===== src/rtl/ksq_pkg.sv =====
package ksq_pkg;

    typedef enum logic [1:0] {
        ST_NEED = 2'd0,
        ST_RUN  = 2'd1,
        ST_HIT  = 2'd2
    } seq_state_e;

    typedef struct packed {
        logic issue;
        logic live_pop;
        logic hit;
        logic idle;
    } step_ev_t;

    function automatic logic is_all_ones(input logic [255:0] v, input int unsigned w);
        logic r;
        r = 1'b1;
        for (int i = 0; i < 256; i++) begin
            if (i < w && !v[i]) r = 1'b0;
        end
        return r;
    endfunction

endpackage


===== src/rtl/ksq_low_ctr.sv =====
module ksq_low_ctr #(
    parameter int LOW_W = 32
) (
    input  logic             clk,
    input  logic             rst,
    input  logic             load,
    input  logic [LOW_W-1:0] load_low,
    input  logic             advance,
    input  logic             rewind,
    input  logic [LOW_W-1:0] rewind_low,
    output logic [LOW_W-1:0] low,
    output logic             all_issued
);
    localparam logic [LOW_W-1:0] LOW_MAX = '1;

    always_ff @(posedge clk) begin
        if (rst) begin
            low        <= '0;
            all_issued <= 1'b1;
        end else if (load) begin
            low        <= load_low;
            all_issued <= 1'b0;
        end else if (rewind) begin
            low        <= rewind_low + 1'b1;
            all_issued <= (rewind_low == LOW_MAX);
        end else if (advance) begin
            if (low == LOW_MAX) all_issued <= 1'b1;
            else                low        <= low + 1'b1;
        end
    end
endmodule


===== src/rtl/ksq_tracker.sv =====
module ksq_tracker #(
    parameter int LOW_W = 32,
    parameter int DEPTH = 4
) (
    input  logic             clk,
    input  logic             rst,
    input  logic             flush,
    input  logic             push,
    input  logic [LOW_W-1:0] push_low,
    input  logic             res_valid,
    output logic [LOW_W-1:0] head_low,
    output logic             live_pop,
    output logic             full,
    output logic             idle
);
    localparam int PTR_W  = (DEPTH > 1) ? $clog2(DEPTH) : 1;
    localparam int CNT_W  = $clog2(DEPTH + 1);
    localparam int SKIP_W = $clog2(2 * DEPTH + 2);

    logic [LOW_W-1:0]  mem [DEPTH];
    logic [PTR_W-1:0]  wp, rp;
    logic [CNT_W-1:0]  cnt;
    logic [SKIP_W-1:0] skip;
    logic              skip_pop;

    function automatic logic [PTR_W-1:0] ptr_inc(input logic [PTR_W-1:0] p);
        return (p == PTR_W'(DEPTH - 1)) ? '0 : p + 1'b1;
    endfunction

    assign skip_pop = res_valid && (skip != '0);
    assign live_pop = res_valid && (skip == '0) && (cnt != '0);
    assign full     = (cnt == CNT_W'(DEPTH));
    assign idle     = (cnt == '0) && (skip == '0);
    assign head_low = mem[rp];

    always_ff @(posedge clk) begin
        if (!rst && !flush && push) mem[wp] <= push_low;
    end

    always_ff @(posedge clk) begin
        if (rst) begin
            wp   <= '0;
            rp   <= '0;
            cnt  <= '0;
            skip <= '0;
        end else if (flush) begin
            wp   <= '0;
            rp   <= '0;
            cnt  <= '0;
            skip <= skip + SKIP_W'(cnt) + SKIP_W'(push) - SKIP_W'(res_valid);
        end else begin
            if (push)     wp <= ptr_inc(wp);
            if (live_pop) rp <= ptr_inc(rp);
            cnt <= cnt + CNT_W'(push) - CNT_W'(live_pop);
            if (skip_pop) skip <= skip - 1'b1;
        end
    end
endmodule


===== src/rtl/ksq_ctrl.sv =====
module ksq_ctrl
    import ksq_pkg::*;
(
    input  logic       clk,
    input  logic       rst,
    input  logic       load,
    input  logic       resume,
    input  logic       key_ready,
    input  logic       live_pop,
    input  logic       res_hit,
    input  logic       all_issued,
    input  logic       trk_idle,
    input  logic       trk_full,
    output seq_state_e state,
    output logic       key_valid,
    output logic       issue,
    output logic       rewind
);
    seq_state_e nxt;
    step_ev_t   ev;

    assign key_valid = (state == ST_RUN) && !all_issued && !trk_full;

    always_comb begin
        ev.issue    = key_valid && key_ready;
        ev.live_pop = live_pop;
        ev.hit      = (state == ST_RUN) && live_pop && res_hit && !load;
        ev.idle     = trk_idle;
    end

    assign issue  = ev.issue;
    assign rewind = ev.hit;

    always_comb begin
        nxt = state;
        if (load) begin
            nxt = ST_RUN;
        end else begin
            unique case (state)
                ST_RUN: begin
                    if (ev.hit)                     nxt = ST_HIT;
                    else if (all_issued && ev.idle) nxt = ST_NEED;
                end
                ST_HIT: begin
                    if (resume && ev.idle) nxt = all_issued ? ST_NEED : ST_RUN;
                end
                default: nxt = state;
            endcase
        end
    end

    always_ff @(posedge clk) begin
        if (rst) state <= ST_NEED;
        else     state <= nxt;
    end
endmodule


===== src/rtl/key_sweep_seq.sv =====
module key_sweep_seq
    import ksq_pkg::*;
#(
    parameter int KEY_W = 64,
    parameter int LOW_W = 32,
    parameter int DEPTH = 4
) (
    input  logic             clk,
    input  logic             rst,
    input  logic             load_valid,
    input  logic [KEY_W-1:0] load_key,
    input  logic             resume,
    output logic             key_valid,
    input  logic             key_ready,
    output logic [KEY_W-1:0] key_out,
    input  logic             result_valid,
    input  logic             result_hit,
    output logic [KEY_W-1:0] hit_key,
    output logic             stop_hit,
    output logic             stop_need,
    output logic             running
);
    localparam int UP_W = KEY_W - LOW_W;

    seq_state_e       state;
    logic [UP_W-1:0]  upper;
    logic [LOW_W-1:0] low, head_low, hit_low;
    logic             all_issued, issue, rewind;
    logic             live_pop, trk_full, trk_idle;

    ksq_low_ctr #(.LOW_W(LOW_W)) u_ctr (
        .clk        (clk),
        .rst        (rst),
        .load       (load_valid),
        .load_low   (load_key[LOW_W-1:0]),
        .advance    (issue),
        .rewind     (rewind),
        .rewind_low (head_low),
        .low        (low),
        .all_issued (all_issued)
    );

    ksq_tracker #(.LOW_W(LOW_W), .DEPTH(DEPTH)) u_trk (
        .clk       (clk),
        .rst       (rst),
        .flush     (load_valid),
        .push      (issue),
        .push_low  (low),
        .res_valid (result_valid),
        .head_low  (head_low),
        .live_pop  (live_pop),
        .full      (trk_full),
        .idle      (trk_idle)
    );

    ksq_ctrl u_ctrl (
        .clk        (clk),
        .rst        (rst),
        .load       (load_valid),
        .resume     (resume),
        .key_ready  (key_ready),
        .live_pop   (live_pop),
        .res_hit    (result_hit),
        .all_issued (all_issued),
        .trk_idle   (trk_idle),
        .trk_full   (trk_full),
        .state      (state),
        .key_valid  (key_valid),
        .issue      (issue),
        .rewind     (rewind)
    );

    always_ff @(posedge clk) begin
        if (rst) begin
            upper   <= '0;
            hit_low <= '0;
        end else begin
            if (load_valid) upper   <= load_key[KEY_W-1:LOW_W];
            if (rewind)     hit_low <= head_low;
        end
    end

    assign key_out   = {upper, low};
    assign hit_key   = {upper, hit_low};
    assign running   = (state == ST_RUN);
    assign stop_hit  = (state == ST_HIT);
    assign stop_need = (state == ST_NEED);
endmodule


===== config.mk =====
export PLATFORM = sky130hd
export DESIGN_NAME = key_sweep_seq
export DESIGN_NICKNAME = d
export VERILOG_FILES = /design/src/rtl/ksq_pkg.sv /design/src/rtl/ksq_low_ctr.sv /design/src/rtl/ksq_tracker.sv /design/src/rtl/ksq_ctrl.sv /design/src/rtl/key_sweep_seq.sv
export SDC_FILE = /design/constraint.sdc
export NUM_CORES = 1
export LEC_CHECK = 0
export BUFFER_PORTS_ARGS = -buffer_cell sky130_fd_sc_hd__buf_4
export CORE_ASPECT_RATIO = 0.8
export CORE_MARGIN = 2
export CORE_UTILIZATION = 60
export CTS_CLUSTER_SIZE = 24
export DETAILED_ROUTE_END_ITERATION = 7
export PLACE_DENSITY = 0.85
export SYNTH_ARGS = -nofsm -noshare
export SYNTH_HDL_FRONTEND = slang
export SYNTH_SLANG_ARGS = --single-unit

===== constraint.sdc =====
create_clock -name clk -period 8.12 [get_ports clk]
set_input_delay 0.812 -clock clk [delete_from_list [all_inputs] [get_ports clk]]
set_output_delay 0.812 -clock clk [all_outputs]
set_load 0.02 [all_outputs]

==> summary.txt, run 1 <==
Power and ir drop
  – Maximum VDD drop: around 0.18 mV
  – Net Sw Power: around 660 µW
  – Comb pwr share: a little over a tenth
  – Internal: ~2000 µW
  – Pwr/cell area: ~200 mW/mm²
  – Clk pwr share: a little under two fifths
  – Switch share: roughly a quarter
  – P_leak: between 0.004 and 0.005 µW
  – Seq pwr share: roughly half

Die
  – IO Count: 203
  – Horiz. Die Dim: about 150 µm
  – Core box area: roughly 0.018 mm²
  – Starting Density: approximately three fifths
  – Die area: between 0.015 and 0.02 mm²
  – Rows: 44
  – DIE HEIGHT: roughly 120 µm

Synth
  – Yosys warnings: 0
  – FFs w/ async S/R, synth: 0%
  – Syn_nets: roughly 1000
  – Synth Cell Area: ~0.011 mm²
  – Syn avg cell area: between 10 and 15 µm²
  – Post-synthesis sequential area ratio: between 50% and 60%
  – EDFF count, synth: about 130
  – Seq cells post-synth: 240
  – Mapped Cells: 935
  – Main flop type after synthesis: edfxtp_1
  – Unique masters post-synth: slightly above 70

Worst setup path
  – Worst path slowest cell: buf_4
  – CP arrival: between 4 and 5 ns
  – CP required: 8.54 ns
  – Worst r2r src: u_trk.skip[0]
  – Crit path largest cell delay: roughly 0.55 ns
  – Crit. Startpoint: u_trk.skip[0]
  – Crit-path cells: inv_1 > ha_1 > and4bb_2 > nand3_2 > buf_4 > nand2_1 > nand2_1 > ha_1 > nand4_1 > nor3_1 > nor2_1 > or3_1 > or4_1 > a31oi_1
  – CP startpoint kind: flip-flop
  – Worst Path Buf+Inv: 2
  – CP endpoint kind: flip-flop
  – Worst Path Max Fanout: 51
  – Crit path max-delay family: simple AND/OR/NAND/NOR gates
  – CP Class: flip-flop to flip-flop

STA
  – Slew at the pin closest to its max-slew limit: about 0.84 ns
  – Period utilization: 51.79%
  – Minimum clock period after layout: 4.206 ns
  – FMAX: between 200 and 250 MHz
  – Hold slack final: about 0.46 ns
  – Slew Limit Fails: 0
  – Endpoints failing setup: 0
  – Worst clock skew: ~0.016 ns
  – Fin. Hold Viols: 0
  – TNS Setup: 0 ns
  – Max_slew headroom: around 44%
  – Unrepaired setup endpoints after global routing: no

Finish
  – Fillers: 1224
  – Antenna cell count: 0
  – Nets: 1181
  – Commonest non-fill, non-tap cell in the layout: buf_4
  – Layout cells sized above 1: between 20% and 30%
  – Area grow syn2layout: 19.19%
  – Most frequent cells in the layout: 213 x buf_4, 128 x edfxtp_1, 111 x nand2_1, 111 x dfxtp_1, 74 x nor2_1

Drt
  – Post-DR wirelength/cell: ~21 µm
  – Final WL: ~29000 µm
  – Post-DR vias/cell: slightly above 6
  – DR iter-0 viols: 1264
  – Post-route ant nets: 0
  – DR pass1 iterations: 5
  – Vias: around 8300
  – Drc violations: 0

CTS
  – # resized after CTS: 0
  – CTS root buffer: clkbuf_16
  – Clock-pin slew on the worst setup and hold paths: 0.06 ns
  – CTS tree: yes
  – Clk sinks: 240
  – Setup Buffers After CTS: 0
  – Clock H-tree levels: 1
  – Cts hold-fix bufs: 0
  – Clock latency at the later pin of the worst-skew pair: 0.51 ns
  – CTS max path bufs: 3
  – TritonCTS Buffers: 23

Run
  – Max cap viols: 0

Place
  – IO Port Bufs: just over 200
  – RD Place Congestion: roughly 0.92
  – Dpl hpwl: about 19000 µm

Status
  – Outcome: complete, no violations

GRT
  – Pin count of the biggest net entering global routing: just under 70
  – Overflow after GRT: 0
  – Initial antenna violation count: 0
  – GRT Overall Usage: about 30%
  – Number of global-route vias before repair: between 7000 and 8000
  – First-pass GRT wire length: 44500 µm

Worst hold path
  – Worst Hold Class: flip-flop to flip-flop
  – Hold Crit Start: hit_low[17]
[cells in the mapped netlist, drive strengths merged, types with 5 or more instances]
cell	count	area share [%]
edfxtp	128	35
dfxtp	112	21
nand2	111	3.8
nor2	74	2.5
a21oi	64	2.9
buf	54	3.6
mux2i	39	3.7
mux4	32	6.9
clkbuf	30	1.0
inv	29	1.0
xnor2	20	1.6
nand3	19	0.99
ha	18	2.1
nor3	18	0.83
a22oi	17	1.2
xor2	17	1.4
nand4	16	0.97
o21ai	15	0.69
a211oi	12	0.94
o22ai	12	0.75
and3	10	0.57
a21boi	8	0.55
or3	8	0.46
nor4	7	0.46
and2	5	0.29
[state kept, by name (all words and copies together) (netlist names), named ones only]
name,flops
u_trk.mem,128
hit_low,32
u_ctr.low,32
upper,32
u_trk.skip,4
u_trk.cnt,3
u_ctrl.state,2
u_trk.rp,2
u_trk.wp,2
u_ctr.all_issued,1
[worst reg2reg max path, stage by stage, from the launching register on]
cell and delay [ns]:
dfxtp_1 0.37, inv_1 0.10, ha_1 0.22, and4bb_2 0.29, nand3_2 0.32, buf_4 0.55
nand2_1 0.11, nand2_1 0.12, ha_1 0.27, nand4_1 0.19, nor3_1 0.32, nor2_1 0.17
or3_1 0.42, or4_1 0.51, a31oi_1 0.18
[power by group through the flow]
stage          clock [µW]  combinational, µW  sequential, µW
2_1_floorplan           0                165            1390
3_3_place_gp            0                278            1380
3_5_place_dp            0                285            1380
4_1_cts              1020                287            1360
5_1_grt              1070                313            1370
6_report             1010                289            1360
[cell families (layout without fill, tap and decap cells)]
logic type               Yosys count  after routing  share of synthesized area, %
XOR/XNOR                          37             37                         2.969
AO/OA/AOI/OAI                    158            158                         9.356
buffers and inverters            113            283                         5.606
AND/OR/NAND/NOR                  292            292                         12.74
flip-flops                       240            240                         55.77
multiplexers                      74             74                         10.95
adder cells (fa/ha/maj)           21             21                         2.614
[routing by layer]
layer / routed length, µm / up-vias / GRT usage (%)
met1: 11600 / 4019 / 43.88
met3: 3065 / 64 / 4.802
met5: 0 / - / 0
li1: - / 3703 / -
met2: 13200 / 511 / 44.83
met4: 808 / 0 / 9.423
[cell type report]
cell class,instances,area (µm²),area share (%)
well taps,230,287.8,2.212
flip-flops and latches,240,6087,46.80
clock buffers,28,604.3,4.646
multi-input cells,582,4225,32.48
clock inverters,13,95.09,0.7310
inverters,29,108.9,0.8369
repair buffers,213,1599,12.29
[worst paths after layout]
kind | to | slack (ns) | depth (start not counted)
worst min register to register | hit_low[17] | 0.46 | 2
worst max register to register | u_ctr.low[30] | 3.91 | 14
worst min-delay path | hit_low[17] | 0.46 | 2
worst max-delay path | u_ctr.low[30] | 3.91 | 14
[per-stage QoR]
stage               util, %  instance area (µm²)  cells  power [µW]  setup slack [ns]
finish                72.25                13010   1335        2662             3.914
global placement      68.37                12310   1294        1661             3.668
floorplan                 -                10910    935        1558             3.626
CTS                   72.25                13010   1335        2667             3.999
global route          72.25                13010   1335        2750             3.623
detailed placement    68.37                12310   1294        1669             3.547
Power figures use the tool's default switching activity.
==> inputs of run 2 (changes only) <==
--- a/config.mk
+++ b/config.mk
@@ -8,10 +8,10 @@
 export BUFFER_PORTS_ARGS = -buffer_cell sky130_fd_sc_hd__buf_4
 export CORE_ASPECT_RATIO = 0.8
 export CORE_MARGIN = 2
-export CORE_UTILIZATION = 60
+export CORE_UTILIZATION = 56
 export CTS_CLUSTER_SIZE = 24
 export DETAILED_ROUTE_END_ITERATION = 7
-export PLACE_DENSITY = 0.85
+export PLACE_DENSITY = 0.8
 export SYNTH_ARGS = -nofsm -noshare
 export SYNTH_HDL_FRONTEND = slang
 export SYNTH_SLANG_ARGS = --single-unit
==> constraint.sdc (replaced) <==
create_clock -name clk -period 4 [get_ports clk]
set_input_delay 0.4 -clock clk [delete_from_list [all_inputs] [get_ports clk]]
set_output_delay 0.4 -clock clk [all_outputs]
set_load 0.02 [all_outputs]
==> run 2 against run 1 <==
Effect of this change: utilization down 3.3 points; non-clock buffer count increased by 5; first-iteration DRC count shrank 31%; worst hold slack got worse by 0.35 ns; combinational power up 100%; critical path depth down 4; global-route usage is 2.6 points lower; critical endpoint is now u_ctr.low[31]; largest power group unchanged.
==> summary.txt, run 2 (synthesis results as in run 1) <==
Power and ir drop
  – Maximum VDD drop: around 0.34 mV
  – Pwr/cell area: 415.6 mW/mm²
  – P_leak: around 0.0050 µW

Drt
  – Vias: between 8000 and 9000
  – DR pass1 iterations: 7
  – Post-DR wirelength/cell: between 20 and 25 µm
  – Post-route ant nets: 0
  – Drc violations: 0
  – Post-DR vias/cell: about 6.0
  – Final WL: between 20000 and 30000 µm
  – DR iter-0 viols: 872

STA
  – Hold slack final: 0.1075 ns
  – Max_slew headroom: 47.66%
  – Slew Limit Fails: 0
  – Fin. Hold Viols: 0
  – Period utilization: 91.66%
  – Minimum clock period after layout: 3.667 ns
  – Unrepaired setup endpoints after global routing: no
  – FMAX: around 270 MHz
  – Slew at the pin closest to its max-slew limit: around 0.8 ns
  – Endpoints failing setup: 0
  – Worst clock skew: approximately 0.035 ns
  – TNS Setup: 0 ns

Finish
  – Layout cells sized above 1: a little over a quarter
  – Area grow syn2layout: 20.19%
  – Antenna cell count: 0
  – Largest register FFs: ~130
  – Most frequent cells in the layout: 218 x buf_4, 128 x edfxtp_1, 111 x nand2_1, 111 x dfxtp_1, 74 x nor2_1
  – Util after Layout: 68.92%
  – Commonest non-fill, non-tap cell in the layout: buf_4
  – Layout Cells excl Fill: about 1400
  – Fillers: approximately 1400
  – Fin area: 0.01312 mm²
  – Nets: between 1000 and 1500
  – Largest register by flop count: u_trk.mem

Place
  – Dpl hpwl: 19290 µm
  – RD Place Congestion: about 0.94
  – IO Port Bufs: 202
  – Placed cell count: ~1300
  – Area after DPL: 0.01239 mm²

Worst hold path
  – Worst Hold Class: input port to flip-flop

Die
  – Die area: between 0.02 and 0.025 mm²
  – Starting Density: between 50% and 60%
  – Core box area: roughly 0.019 mm²
  – DIE HEIGHT: around 130 µm
  – Rows: 45
  – IO Count: 203
  – Horiz. Die Dim: roughly 160 µm

Worst setup path
  – Reg2Reg Setup Slack: between 0.3 and 0.4 ns
  – Reg2reg path depth: 10
  – CP required: 4.38 ns
  – Worst r2r src: u_trk.skip[0]
  – CP arrival: 4.05 ns
  – Crit-path cells: inv_1 > ha_1 > and4bb_2 > and3_2 > buf_4 > mux2i_4 > o2111ai_2 > nor4_1 > xor2_1 > o22ai_1
  – Crit path largest cell delay: ~0.60 ns
  – Reg2reg end: u_ctr.low[31]
  – Worst Path Buf+Inv: 2
  – Worst Path Max Fanout: a little over 60
  – Crit. Startpoint: u_trk.skip[0]
  – Stages on the worst setup path: 10
  – CP startpoint kind: flip-flop
  – CP endpoint kind: flip-flop
  – Critical Path End: u_ctr.low[31]
  – CP Class: flip-flop to flip-flop
  – Crit path max-delay family: simple AND/OR/NAND/NOR gates
  – Worst path slowest cell: buf_4

CTS
  – TritonCTS Buffers: 24
  – Clock latency at the later pin of the worst-skew pair: 0.53 ns
  – Clock H-tree levels: 1
  – CTS root buffer: clkbuf_16
  – Clk sinks: 240
  – Cts hold-fix bufs: 0
  – Setup Buffers After CTS: 0
  – # resized after CTS: 0
  – CTS tree: yes
  – Clock-pin slew on the worst setup and hold paths: 0.07 ns
  – CTS max path bufs: 3

Status
  – Outcome: complete, no violations

GRT
  – First-pass GRT wire length: ~43000 µm
  – Pin count of the biggest net entering global routing: between 60 and 70
  – Number of global-route vias before repair: about 7600
  – Initial antenna violation count: 0
  – GRT Overall Usage: around 27%
  – Overflow after GRT: 0

Run
  – Max cap viols: 0
[run 2: cell types whose count changed in the layout (fill, tap and decap cells not counted), sizes merged]
cell	before	now
buf	213	218
bufinv	1	0
clkbuf	28	33
clkinv	11	9
inv	29	30
[run 2: layout make-up]
| cell class | count | area (µm²) | share of cell area [%] |
|---|---|---|---|
| inverters | 29 | 108.9 | 0.8299 |
| clock inverters | 11 | 65.06 | 0.4960 |
| well taps | 258 | 322.8 | 2.461 |
| flip-flops and latches | 240 | 6087 | 46.41 |
| multi-input cells | 582 | 4230 | 32.25 |
| repair buffers | 218 | 1637 | 12.48 |
| clock buffers | 33 | 665.6 | 5.075 |
[run 2: metrics by stage]
stage / worst slack, ns / total power [µW]
final: 0.3335 / 5452
after global routing: 0.1462 / 5629
after CTS: 0.4136 / 5456
after detailed placement: 0.4351 / 3390
after global placement: 0.6167 / 3379
after floorplan: 0.02533 / 3164
[run 2: metal layers]
layer	up-vias	global-route usage [%]	wire length, µm
li1	3734	-	-
met1	3879	39.86	11900
met2	521	41.51	12730
met3	62	4.481	3082
met4	0	7.790	704
met5	-	0	0
[run 2: worst reg2reg max path: stages, from the launching register on]
cell,delay [ns]
dfxtp_1,0.33
inv_1,0.11
ha_1,0.19
and4bb_2,0.34
and3_2,0.23
buf_4,0.60
mux2i_4,0.57
o2111ai_2,0.38
nor4_1,0.45
xor2_1,0.21
o22ai_1,0.10
[run 2: worst min path at each step]
stage	depth (start not counted)	slack, ns	endpoint	from
after detailed placement	2	0.45	hit_low[18]	hit_low[18]
after floorplan	2	0.45	flip-flop	u_trk.rp[1]
after CTS	3	0.11	upper[27]	load_key[59]
final	3	0.11	upper[26]	load_key[58]
after global routing	3	0.11	upper[26]	load_key[58]
after global placement	2	0.45	hit_low[18]	hit_low[18]
[run 2: power by group]
group	leakage, µW	total (µW)	internal, µW	switching, µW
Clock	0.000357	2100	1170	928
Combinational	0.00259	592	268	324
Sequential	0.00209	2760	2660	102
==> inputs of run 3 (changes only) <==
--- a/config.mk
+++ b/config.mk
@@ -14,4 +14,5 @@
 export PLACE_DENSITY = 0.8
 export SYNTH_ARGS = -nofsm -noshare
 export SYNTH_HDL_FRONTEND = slang
+export SYNTH_HIERARCHICAL = 1
 export SYNTH_SLANG_ARGS = --single-unit
==> run 3 against run 2 <==
Effect of this change: count of clock-buffer cells in the layout fell by 5; sequential share of layout area fell by 1.2 points; register-to-register slack lost 0.09 ns; worst setup slack got worse by 0.086 ns; largest power group unchanged.
==> summary.txt, run 3 <==
Status
  – Outcome: complete, no violations

Worst setup path
  – Reg2reg path depth: 13
  – CP Class: flip-flop to flip-flop
  – Crit path largest cell delay: roughly 0.43 ns
  – CP endpoint kind: flip-flop
  – Reg2reg end: u_ctr/low[26]
  – Crit path max-delay family: simple AND/OR/NAND/NOR gates
  – Crit-path cells: inv_1 > ha_1 > nor3b_1 > and3_1 > nand2_1 > nor3_4 > buf_12 > mux2i_1 > a211oi_4 > nand4_1 > o31ai_1 > o2111ai_1 > a21oi_1
  – CP arrival: about 4.2 ns
  – Worst r2r src: u_trk/skip[0]
  – CP startpoint kind: flip-flop
  – CP required: 4.44 ns
  – Worst path slowest cell: o31ai_1
  – Worst Path Max Fanout: a little over 60
  – Worst Path Buf+Inv: 2
  – Reg2Reg Setup Slack: between 0.2 and 0.25 ns

Die
  – DIE HEIGHT: ~130 µm
  – Rows: 46
  – Horiz. Die Dim: around 160 µm
  – IO Count: about 200
  – Die area: roughly 0.021 mm²
  – Core box area: 0.01974 mm²
  – Starting Density: a little under three fifths

Synth
  – Compound-Gate Fraction of Synth Area: under 10%
  – Synth area leader: edfxtp_1
  – Synth Area in Adders: 2.101%
  – Yosys warnings: 6
  – Synth Cell Area: ~0.011 mm²
  – Top-area cell type share of the netlist area: approximately 34%
  – Top cells by area, synth: edfxtp_1 34%, dfxtp_1 20%, mux2i_1 8.4%, mux4_2 6.4%, nor2_1 3.9%
  – Syn avg cell area: ~12 µm²
  – Mapped Cells: a little over 900
  – Synth Area in XOR/XNOR: about 2.7%
  – Post-synthesis sequential area ratio: 54.35%
  – FFs w/ async S/R, synth: 0%
  – Syn_nets: around 1000
  – Post-synth top cells: 128 x edfxtp_1, 116 x nor2_1, 112 x dfxtp_1
  – Simple-gate share of the synthesized area: about an eighth
  – Main combinational cell family by area after synthesis: multiplexers
  – Unique masters post-synth: 61
  – Seq cells post-synth: 240
  – Most common cell in the netlist: edfxtp_1
  – Main flop type after synthesis: edfxtp_1
  – Mux contribution to synthesized area: 15.14%
  – EDFF count, synth: 128

Finish
  – Antenna cell count: 0
  – Area grow syn2layout: 20.35%
  – Largest register by flop count: u_trk/mem
  – Most frequent cells in the layout: 219 x buf_4, 128 x edfxtp_1, 116 x nor2_1, 111 x dfxtp_1, 94 x mux2i_1
  – Nets: between 1000 and 1500
  – Commonest non-fill, non-tap cell in the layout: buf_4
  – Largest register FFs: roughly 130
  – Layout cells sized above 1: between 20% and 30%
  – Fillers: 1458

Run
  – Max cap viols: 0

GRT
  – Number of global-route vias before repair: 7671
  – Met3 GRT Util: 4.735%
  – Initial antenna violation count: 0
  – Met1 Track Usage GR: a little under two fifths
  – First-pass GRT wire length: 42920 µm
  – Overflow after GRT: 0
  – Busiest metal layer after global routing: met2
  – Met2 layer usage reported by global route: between 40% and 50%
  – Pin count of the biggest net entering global routing: between 90 and 100
  – GRT Overall Usage: 25.88%

CTS
  – Clock latency at the later pin of the worst-skew pair: ~0.52 ns
  – Clock-pin slew on the worst setup and hold paths: 0.07 ns
  – TritonCTS Buffers: 25
  – CTS max path bufs: 3
  – CTS root buffer: clkbuf_16
  – Clk sinks: 240
  – Cts hold-fix bufs: 0
  – CTS tree: yes
  – Clock H-tree levels: 1

Drt
  – Final WL: 28280 µm
  – Vias: just over 8000
  – Drc violations: 0
  – Post-DR wirelength/cell: between 20 and 25 µm
  – Post-route ant nets: 0
  – DR pass1 iterations: 5
  – Post-DR vias/cell: approximately 6.1
  – DR iter-0 viols: 976

STA
  – Worst clock skew: about 0.015 ns
  – Max_slew headroom: between 30% and 40%
  – Unrepaired setup endpoints after global routing: yes
  – Hold slack final: between 0.1 and 0.15 ns
  – Slew at the pin closest to its max-slew limit: between 1 and 1.5 ns
  – Slew Limit Fails: 0
  – FMAX: 266.5 MHz
  – Period utilization: approximately 94%
  – TNS Setup: 0 ns
  – Minimum clock period after layout: approximately 3.8 ns
  – Endpoints failing setup: 0
  – Fin. Hold Viols: 0

Place
  – RD Place Congestion: just over 0.9
  – IO Port Bufs: between 200 and 250
  – Dpl hpwl: roughly 19000 µm

Worst hold path
  – Hold Path End: upper[4]
  – Worst Hold Class: input port to flip-flop
  – Hold Crit Start: load_key[36]
  – Worst hold stages: 3

Power and ir drop
  – Maximum VDD drop: 0.3033 mV
  – P_leak: roughly 0.0050 µW
  – Pwr/cell area: 426.0 mW/mm²
==> run 3: cell types whose count changed after synthesis, moves of 14 or more <==
cell / before / now
a21oi_1: 64 / 16
nand2_1: 111 / 52
nand3b_1: 2 / 16
nand3_1: 18 / 32
mux2i_1: 37 / 94
nor2_1: 74 / 116
==> run 3: kinds of logic after synthesis <==
| family | after synthesis |
|---|---|
| xor+xnor | 35 |
| mux | 129 |
| fa+ha+maj | 17 |
| buf+inv | 103 |
| compound gates | 110 |
| flops | 240 |
| simple gates | 289 |
==> run 3: power breakdown <==
| group | internal, µW | switching, µW |
|---|---|---|
| Sequential | 2660 | 110 |
| Clock | 1430 | 964 |
| Combinational | 262 | 315 |
==> run 3: how the worst max path moves through the flow <==
stage	from	cells past startpoint	slack (ns)	endpoint
global placement	u_trk/skip[0]	13	0.42	u_ctr/low[21]
floorplan	u_trk/skip[0]	19	0.02	u_ctr/low[30]
detailed placement	u_trk/skip[0]	13	0.32	u_ctr/low[30]
global route	u_trk/skip[0]	13	-0.05	u_ctr/low[30]
finish	u_trk/skip[0]	13	0.25	u_ctr/low[26]
CTS	u_trk/skip[0]	13	0.26	u_ctr/low[30]
==> run 3: what timing repair did <==
| item | CTS | global route |
|---|---|---|
| gates resized for setup | 0 | 2 |
| hold endpoints to repair | 0 | 0 |
| buffers inserted | 0 | 1 |
| endpoints found under the setup margin | 0 | 7 |
==> run 3: per-stage QoR <==
step	area [µm²]	total power [µW]	setup slack, ns	utilization [%]	std cells
3_5_place_dp	12600	3388	0.3163	63.84	1324
3_3_place_gp	12600	3370	0.4230	63.84	1324
6_report	13480	5740	0.2471	68.27	1370
5_1_grt	13480	5941	-0.05301	68.27	1370
2_1_floorplan	11200	3164	0.01829	-	923
4_1_cts	13460	5771	0.2566	68.16	1369
==> run 3: metal layers <==
layer  vias to the layer above  share of wire (%)
met4                         0                1.8
met3                        55                9.7
met5                         -                  0
li1                       3742                  -
met1                      4041                 43
met2                       457                 45
==> run 3: worst reg2reg max path: stages, from the launching register on <==
cell	delay (ns)
dfxtp_1	0.33
inv_1	0.12
ha_1	0.22
nor3b_1	0.24
and3_1	0.21
nand2_1	0.12
nor3_4	0.30
buf_12	0.35
mux2i_1	0.19
a211oi_4	0.41
nand4_1	0.40
o31ai_1	0.43
o2111ai_1	0.19
a21oi_1	0.17
==> run 3: cell type report <==
cell class	count	area, µm²	share of cell area [%]
Clock buffer	28	646.9	4.800
Clock inverter	17	206.4	1.532
Inverter	21	78.83	0.5849
Multi-Input combinational cell	580	4463	33.12
Sequential cell	240	6087	45.17
Tap cell	264	330.3	2.451
Timing Repair Buffer	220	1664	12.35
